[src/rtl/sfr_page_pkg.sv]
package sfr_page_pkg;

  typedef logic [7:0] page_t;

  // Interrupt source numbering seen on irq_src
  typedef enum logic [4:0] {
    SRC_TMR0     = 5'd0,
    SRC_TMR1     = 5'd1,
    SRC_UART_A   = 5'd2,
    SRC_SPI      = 5'd3,
    SRC_ADCA_EOC = 5'd4,
    SRC_ADCA_WIN = 5'd5,
    SRC_DAC_A    = 5'd6,
    SRC_CNTARR   = 5'd7,
    SRC_TMR2     = 5'd8,
    SRC_CMP_A    = 5'd9,
    SRC_UART_B   = 5'd10,
    SRC_TMR3     = 5'd11,
    SRC_DAC_B    = 5'd12,
    SRC_CMP_B    = 5'd13,
    SRC_ADC_B    = 5'd14,
    SRC_TMR4     = 5'd15,
    SRC_PLL_LOCK = 5'd16
  } irq_src_e;

  localparam page_t PG_BASE   = 8'h00;
  localparam page_t PG_EXT_A  = 8'h01;
  localparam page_t PG_EXT_B  = 8'h02;
  localparam page_t PG_SYSCFG = 8'h0F;

  // Page that holds the flag register of a given interrupt source
  function automatic page_t flag_page(input logic [4:0] src);
    page_t p;
    case (src)
      SRC_CMP_A, SRC_UART_B, SRC_TMR3, SRC_DAC_B: p = PG_EXT_A;
      SRC_CMP_B, SRC_ADC_B, SRC_TMR4:             p = PG_EXT_B;
      SRC_PLL_LOCK:                               p = PG_SYSCFG;
      default:                                    p = PG_BASE;
    endcase
    return p;
  endfunction

endpackage

[src/rtl/sfr_page_map.sv]
module sfr_page_map
  import sfr_page_pkg::*;
#(
  parameter int SRC_W = 5
) (
  input  logic [SRC_W-1:0] src,
  output page_t            page
);
  localparam int MAP_W = 5;

  logic [MAP_W-1:0] src_n;

  generate
    if (SRC_W > MAP_W) begin : g_wide
      // numbers beyond the mapped range fall to the base page
      logic hi_set;
      assign hi_set = |src[SRC_W-1:MAP_W];
      assign src_n  = hi_set ? 5'd31 : src[MAP_W-1:0];
    end else if (SRC_W == MAP_W) begin : g_same
      assign src_n = src;
    end else begin : g_narrow
      assign src_n = {{(MAP_W-SRC_W){1'b0}}, src};
    end
  endgenerate

  always_comb begin
    page = flag_page(src_n);
  end

endmodule

[src/rtl/sfr_page_stack.sv]
module sfr_page_stack
  import sfr_page_pkg::*;
#(
  parameter int DEPTH = 2,
  parameter int CNT_W = $clog2(DEPTH + 1)
) (
  input  logic             clk,
  input  logic             rst,
  input  logic             push,
  input  logic             pop,
  input  page_t            push_val,
  output page_t            top,
  output logic             empty,
  output logic [CNT_W-1:0] count
);
  localparam logic [CNT_W-1:0] FULL_CNT = CNT_W'(DEPTH);

  page_t            slot [DEPTH];
  logic [CNT_W-1:0] cnt_q;

  // Slot 0 is the newest entry; push shifts toward the tail, pop toward the head
  always_ff @(posedge clk) begin
    if (rst) begin
      slot[0] <= PG_BASE;
    end else if (push) begin
      slot[0] <= push_val;
    end else if (pop) begin
      if (DEPTH > 1) slot[0] <= slot[1 % DEPTH];
    end
  end

  generate
    for (genvar i = 1; i < DEPTH; i++) begin : g_slot
      always_ff @(posedge clk) begin
        if (rst) begin
          slot[i] <= PG_BASE;
        end else if (push) begin
          slot[i] <= slot[i-1];
        end else if (pop) begin
          if (i == DEPTH - 1) slot[i] <= PG_BASE;
          else                slot[i] <= slot[(i+1) % DEPTH];
        end
      end
    end
  endgenerate

  always_ff @(posedge clk) begin
    if (rst) begin
      cnt_q <= '0;
    end else if (push) begin
      if (cnt_q != FULL_CNT) cnt_q <= cnt_q + 1'b1;
    end else if (pop) begin
      if (cnt_q != '0) cnt_q <= cnt_q - 1'b1;
    end
  end

  assign top   = slot[0];
  assign empty = (cnt_q == '0);
  assign count = cnt_q;

endmodule

[src/rtl/sfr_page_regs.sv]
module sfr_page_regs
  import sfr_page_pkg::*;
#(
  parameter int          ADDR_W    = 8,
  parameter logic [7:0]  PAGE_ADDR = 8'h84,
  parameter logic [7:0]  CTRL_ADDR = 8'h85
) (
  input  logic              clk,
  input  logic              rst,
  input  logic [ADDR_W-1:0] bus_addr,
  input  page_t             bus_wdata,
  input  logic              bus_wr,
  input  logic              switch_go,
  input  page_t             switch_page,
  input  logic              restore_go,
  input  page_t             restore_page,
  output page_t             cur_page,
  output logic              auto_en,
  output logic              page_wr,
  output page_t             rd_data
);
  localparam logic [ADDR_W-1:0] PG_A = ADDR_W'(PAGE_ADDR);
  localparam logic [ADDR_W-1:0] CT_A = ADDR_W'(CTRL_ADDR);

  page_t page_q;
  logic  en_q;
  page_t rd_q;
  logic  ctrl_wr;

  assign page_wr = bus_wr && (bus_addr == PG_A);
  assign ctrl_wr = bus_wr && (bus_addr == CT_A);

  // Priority: interrupt entry, then restore on return, then software write
  always_ff @(posedge clk) begin
    if (rst) begin
      page_q <= PG_BASE;
    end else if (switch_go) begin
      page_q <= switch_page;
    end else if (restore_go) begin
      page_q <= restore_page;
    end else if (page_wr) begin
      page_q <= bus_wdata;
    end
  end

  always_ff @(posedge clk) begin
    if (rst) begin
      en_q <= 1'b1;
    end else if (ctrl_wr) begin
      en_q <= bus_wdata[0];
    end
  end

  always_ff @(posedge clk) begin
    if (rst) begin
      rd_q <= '0;
    end else begin
      case (bus_addr)
        PG_A:    rd_q <= page_q;
        CT_A:    rd_q <= {7'b0, en_q};
        default: rd_q <= '0;
      endcase
    end
  end

  assign cur_page = page_q;
  assign auto_en  = en_q;
  assign rd_data  = rd_q;

endmodule

[src/rtl/sfr_page_ctl.sv]
module sfr_page_ctl
  import sfr_page_pkg::*;
#(
  parameter int         ADDR_W    = 8,
  parameter int         SRC_W     = 5,
  parameter int         DEPTH     = 2,
  parameter logic [7:0] PAGE_ADDR = 8'h84,
  parameter logic [7:0] CTRL_ADDR = 8'h85
) (
  input  logic              clk,
  input  logic              rst,
  input  logic [ADDR_W-1:0] bus_addr,
  input  logic [7:0]        bus_wdata,
  input  logic              bus_wr,
  input  logic              irq_enter,
  input  logic [SRC_W-1:0]  irq_src,
  input  logic              irq_return,
  output logic [7:0]        cur_page,
  output logic [7:0]        rd_data
);
  localparam int CNT_W = $clog2(DEPTH + 1);

  page_t            mapped_page;
  page_t            saved_top;
  page_t            push_val;
  logic             auto_en;
  logic             page_wr;
  logic             stk_empty;
  logic [CNT_W-1:0] stk_cnt;
  logic             enter_go;
  logic             restore_go;

  assign enter_go   = irq_enter && auto_en;
  assign restore_go = irq_return && auto_en && !irq_enter && !stk_empty;
  // a write in the entry cycle is what gets saved
  assign push_val   = page_wr ? bus_wdata : cur_page;

  sfr_page_map #(.SRC_W(SRC_W)) u_map (
    .src  (irq_src),
    .page (mapped_page)
  );

  sfr_page_stack #(.DEPTH(DEPTH), .CNT_W(CNT_W)) u_stack (
    .clk      (clk),
    .rst      (rst),
    .push     (enter_go),
    .pop      (restore_go),
    .push_val (push_val),
    .top      (saved_top),
    .empty    (stk_empty),
    .count    (stk_cnt)
  );

  sfr_page_regs #(
    .ADDR_W    (ADDR_W),
    .PAGE_ADDR (PAGE_ADDR),
    .CTRL_ADDR (CTRL_ADDR)
  ) u_regs (
    .clk          (clk),
    .rst          (rst),
    .bus_addr     (bus_addr),
    .bus_wdata    (bus_wdata),
    .bus_wr       (bus_wr),
    .switch_go    (enter_go),
    .switch_page  (mapped_page),
    .restore_go   (restore_go),
    .restore_page (saved_top),
    .cur_page     (cur_page),
    .auto_en      (auto_en),
    .page_wr      (page_wr),
    .rd_data      (rd_data)
  );

endmodule

[config.mk]
export PLATFORM = sky130hd
export DESIGN_NAME = sfr_page_ctl
export DESIGN_NICKNAME = d
export VERILOG_FILES = /design/src/rtl/sfr_page_pkg.sv /design/src/rtl/sfr_page_map.sv /design/src/rtl/sfr_page_stack.sv /design/src/rtl/sfr_page_regs.sv /design/src/rtl/sfr_page_ctl.sv
export SDC_FILE = /design/constraint.sdc
export NUM_CORES = 1
export LEC_CHECK = 0
export ABC_AREA = 1
export BUFFER_PORTS_ARGS = -buffer_cell sky130_fd_sc_hd__clkbuf_2
export CAP_MARGIN = 20
export CORE_MARGIN = 10
export CORE_UTILIZATION = 50
export CTS_CLUSTER_SIZE = 25
export DETAILED_ROUTE_END_ITERATION = 10
export GPL_TIMING_DRIVEN = 0
export PLACE_DENSITY = 0.83
export SKIP_CTS_REPAIR_TIMING = 1
export SKIP_LAST_GASP = 1
export SLEW_MARGIN = 0
export SYNTH_ARGS = -nofsm -noshare
export SYNTH_HDL_FRONTEND = slang
export SYNTH_SLANG_ARGS = --single-unit
[constraint.sdc]
create_clock -name clk -period 2.95 [get_ports clk]
set_input_delay 0.1475 -clock clk [delete_from_list [all_inputs] [get_ports clk]]
set_output_delay 0.1475 -clock clk [all_outputs]
set_load 0.01 [all_outputs]
# Word level (Yosys, flattened, before mapping)
# Memories as Yosys holds them, arrays and structs flattened.
# Cells that the tools add are included.
# totals
register_bits	19
ramBits	16
mem_bits_ro	128
inputBits	26
out_inout_bits	16
wordCells	50
memories	2
# mem_list
memory	depth	word_bits	read_ports	rd_ports_with_merged_regs	write_ports	line_no	rtl
(name not given)	32	4	1	0	0	sfr_page_pkg.sv:34	case (src)
u_stack.slot	2	8	2	0	2	sfr_page_stack.sv:18	page_t slot [DEPTH];
# classes
addsub	2
n_eq_ne	4
muxes	21
bitwise_logic	4
n_reduce_logical	13
# ops
operator	n
$mux 8	7
$eq 8x8->1 const B	2
$pmux 8 s2	1
$mux 1	9
$mux 2	4
$logic_and 1x1->1	6
$reduce_bool 2->1	3
$or 1x1->1	4
$reduce_and 3->1	1
$add 2x1->2 const B	1
$logic_not 1->1	2
$logic_not 2->1	1
$ne 2x1->1 const B	1
$ne 2x2->1 const B	1
$sub 2x1->2 const B	1

# Longest topological paths before layout
# logic_depth
ltp_word	8
depth_mapped	10
ltp_nobuf	10

# Modules after synthesis
# From an unflattened synthesis, not the netlist that was laid out.
# unflattened
cells_unflattened	265
area_unflattened_um2	1948.1
# by_module_without_submodules
module	n_inst	cells_per_inst	area_per_inst_um2	seq_area_each_um2
sfr_page_regs	1	128	888.4	340.3
sfr_page_stack	1	84	820.8	520.5
sfr_page_ctl	1	33	131.4	0.0
sfr_page_map	1	20	107.6	0.0

# Worst setup path before layout
# OpenSTA, ideal clock, no wires.
# synth_path
kind	register to register
start	reg u_regs.en_q (netlist: u_regs.auto_en)
end	mem u_stack.slot[0][0] in the netlist's numbering, enable pin
setup_ns	0.329
t_arrival_ns	0.958
required_ns	2.621
slack_ns	1.663
stages_incl_launch_ff	6
path_buffers	1
synth_period_minus_slack_ns	1.287
cell_sequence	dfxtp_1 -> inv_2 -> nor2_4 -> nand2_4 -> buf_6 -> nand2_1
# synth_lines
element	line_no	rtl
start: declaration	sfr_page_regs.sv:26	logic en_q;
start signal: assignment	sfr_page_regs.sv:50	en_q <= bus_wdata[0];
end: declaration	sfr_page_stack.sv:18	

==> results by group <==
Cells and area
  – Net count, final: 278
  – Layout Utilization: 60.5%
  – Fraction of final layout cells sized beyond drive strength 1: 29.0%
  – Cell area after layout: 2000 sq um
  – Synth-to-Final Area Change: 18.3%
  – Number of antenna repair diodes: 0

Setup path
  – Total buffers and inverters traversed by the critical path: 1
  – Largest delay contributor family on the critical path: simple AND/OR/NAND/NOR gates
  – Crit path required time: 2.98 ns
  – Critical path depth in cells: 4
  – Type of element launching the critical path: flip-flop
  – CP max-delay cell: dfxtp_1
  – Max FO, Critical Path: 8
  – Worst setup EP type: flip-flop
  – Slack of the worst reg-to-reg path: 1.48 ns
  – R2R Path Start: u_regs.auto_en
  – Termination of the worst setup path: u_stack.slot[0][2]
  – CP startpoint: u_regs.auto_en
  – Logic depth of the worst register-to-register path: 4
  – Category of the most critical setup path: flip-flop to flip-flop
  – Max stage delay on crit path: 0.38 ns
  – Endpoint of the most critical register-to-register path: u_stack.slot[0][2]
  – Worst EP arrival: 1.50 ns
  – Cells traversed along the worst timing path: nand2_4, inv_2, nor2_2, nand2_1

Power
  – Leakage power total: 1.02 nW
  – Reported net switching power: 0.225 mW
  – Fraction of power consumed by combinational cells: 10.7%
  – Post-route total power: 0.882 mW
  – Peak supply drop: 0.143 mV
  – Power Dens Cells: 440 nW/um^2
  – Register share of total power: 60.8%
  – Share of power burned in the clock network: 28.5%
  – Internal cell power: 0.657 mW
  – Fraction of power spent switching nets: 25.5%

Placement
  – Final weighted congestion in routability-driven placement: 0.800
  – # port buffers: 40
  – DP Wirelength: 2920 um
  – Area after detailed placement: 1950 sq um

Logic synthesis
  – Cells after Synth: 204
  – Synthesis-stage register bit count: 35
  – Net Count, Synth: 231
  – Area share of the largest cell type after synthesis: 28.4%
  – Cell type contributing the most total cell area after synthesis: edfxtp_1
  – Mean instance size in the synthesized netlist: 8.30 sq um
  – Syn Std Cell Area: 1690 sq um
  – Post-synthesis sequential area ratio: 50.8%
  – Number of library cell types mapped by synthesis: 28
  – Yosys synthesis warning count: 0
  – Ranking of synthesized cells by area: edfxtp_1, dfxtp_1, nand2_1

Drt
  – Via density: 4.74
  – Number of DRC markers in iteration 0: 77
  – Overall routed net length: 3620 um
  – Iteration count of the initial detailed-routing pass: 4
  – Number of vias after detailed routing: 1412
  – Wire length per cell after detailed routing: 12.2 um
  – Final routed DRC violation total: 0
  – Antenna violation net count after detailed routing: 0

STA
  – Fmax achieved: 681 MHz
  – Max-slew headroom: 75.6%
  – Final worst hold slack: 0.0980 ns
  – Final period demand of the worst path: 1.47 ns
  – Setup violators final: 0
  – Number of pins with negative max-slew slack in the final report: 0
  – Part of the cycle the worst path needs: 49.8%
  – Total negative slack: 0 ns
  – Total count of hold-check failures in the final report: 0
  – Slew at the pin closest to its max-slew limit: 0.365 ns
  – Setup clock skew after layout: 0.0128 ns
  – RSZ-0062 raised after global routing: no

Global route
  – Number of global-route vias before repair: 1358
  – Maximum number of pins on one net before global-route repair: 12
  – First-pass GRT wire length: 5780 um
  – Congestion Overflow GR: 0
  – Antenna violations before repair: 0
  – Global-route usage over all layers: 11.6%

Hold path
  – Path type of the worst min-delay path: input pin to flip-flop
  – Number of cells traversed by the worst hold path: 3

Floorplan
  – Count of standard-cell rows: 21
  – Vertical extent of the die: 78.2 um
  – Io pins: 42
  – Core Footprint: 3310 sq um
  – Effective utilization at floorplan: 51.1%
  – Chip width: 78.2 um
  – Die area: 6110 sq um

CTS
  – Root cell of the clock tree: clkbuf_4
  – Maximum buffer depth of the clock tree: 2
  – H-tree depth reported by CTS: 2
  – CTS tree: done
  – Inserted Clock Buffers: 5
  – Clk Latency, worst-skew pair: 0.34 ns
  – Clock slew seen by the registers of the worst setup and hold paths: 0.11 ns
  – Clock sink count: 35

Job
  – Max Cap Violations: 0

Outcome
  – Status: complete, no violations
power by group through the flow:
stage / Sequential (mW) / Combinational [mW] / Clock [mW]
2_1_floorplan: 0.545 / 0.0595 / 0
3_3_place_gp: 0.545 / 0.0931 / 0
3_5_place_dp: 0.547 / 0.0951 / 0
4_1_cts: 0.536 / 0.0956 / 0.253
5_1_grt: 0.538 / 0.107 / 0.272
6_report: 0.536 / 0.0947 / 0.251
layer usage:
layer	part of all wire, %	GRT usage, %
met1	39	11.0
met2	52	21.0
met3	7.1	3.19
met4	2.4	8.24
met5	0	0
sequential cells by signal, summed over array words and instances (netlist names):
name and flops:
u_regs.rd_data 8, u_stack.slot 16, u_regs.cur_page 8, u_regs.auto_en 1, u_stack.count 2
logic make-up (layout without fill, tap and decap cells):
family,count (synthesis),in the layout,synth area share (%)
buffers and inverters,37,85,9.31
and+or+nand+nor,104,104,29.3
xor gates and xnor gates,1,1,0.517
AOI/OAI and AO/OA,26,26,9.31
adders and majority gates,1,1,0.739
DFF,35,35,50.8
layout by cell type, fill, tap and decap left out, types with 5 or more instances in the layout:
| master | n |
|---|---|
| nor2_1 | 17 |
| o21ai_0 | 9 |
| clkbuf_4 | 5 |
| nand3_1 | 13 |
| edfxtp_1 | 16 |
| inv_2 | 5 |
| inv_1 | 27 |
| clkbuf_2 | 40 |
| nor3_1 | 5 |
| a21oi_1 | 5 |
| dfxtp_1 | 19 |
| nand2_1 | 54 |
worst reg2reg max path, stage by stage, from the launching register on:
cell	delay, ns
dfxtp_1	0.38
nand2_4	0.14
inv_2	0.05
nor2_2	0.28
nand2_1	0.32
per-stage QoR:
step | instances | worst slack (ns)
6_report | 298 | 1.48
4_1_cts | 298 | 1.47
2_1_floorplan | 204 | 1.66
5_1_grt | 298 | 1.40
3_3_place_gp | 290 | 1.50
3_5_place_dp | 290 | 1.47
cell type report:
type                    instances  area [sq um]
repair buffers                 40           200
fillers                       284          1310
inverters                      33           129
multi-input cells             132           674
clock buffers                   7          45.0
well taps                      46          57.6
flip-flops and latches         35           861
plain buffers                   4          28.8
clock inverters                 1          7.51
cells in the mapped netlist:
cell / n
o21ai_1: 4
nand2_2: 3
nand3_2: 1
nand3_1: 13
xnor2_1: 1
ha_1: 1
inv_1: 27
a21oi_1: 5
nand3_4: 1
nor2_2: 2
inv_2: 5
nand4_1: 2
nor2_1: 17
buf_6: 1
o21ai_0: 9
buf_4: 1
nand2_4: 2
a21boi_2: 1
edfxtp_1: 16
o21ai_2: 2
o21bai_1: 4
nor2_4: 4
nand2_1: 54
a21oi_2: 1
nor3_1: 5
clkinv_4: 1
buf_2: 2
dfxtp_1: 19
how the worst min path moves through the flow:
| stage | slack, ns | to | startpoint |
|---|---|---|---|
| floorplan | 0.33 | u_regs.auto_en | bus_wdata[0] |
| global placement | 0.43 | u_regs.auto_en | bus_wdata[0] |
| detailed placement | 0.45 | u_regs.rd_data[3] | u_regs.cur_page[3] |
| CTS | 0.1 | u_regs.auto_en | bus_wdata[0] |
| global route | 0.12 | u_regs.auto_en | bus_wdata[0] |
| finish | 0.1 | u_regs.auto_en | bus_wdata[0] |
Power figures use the tool's default switching activity.
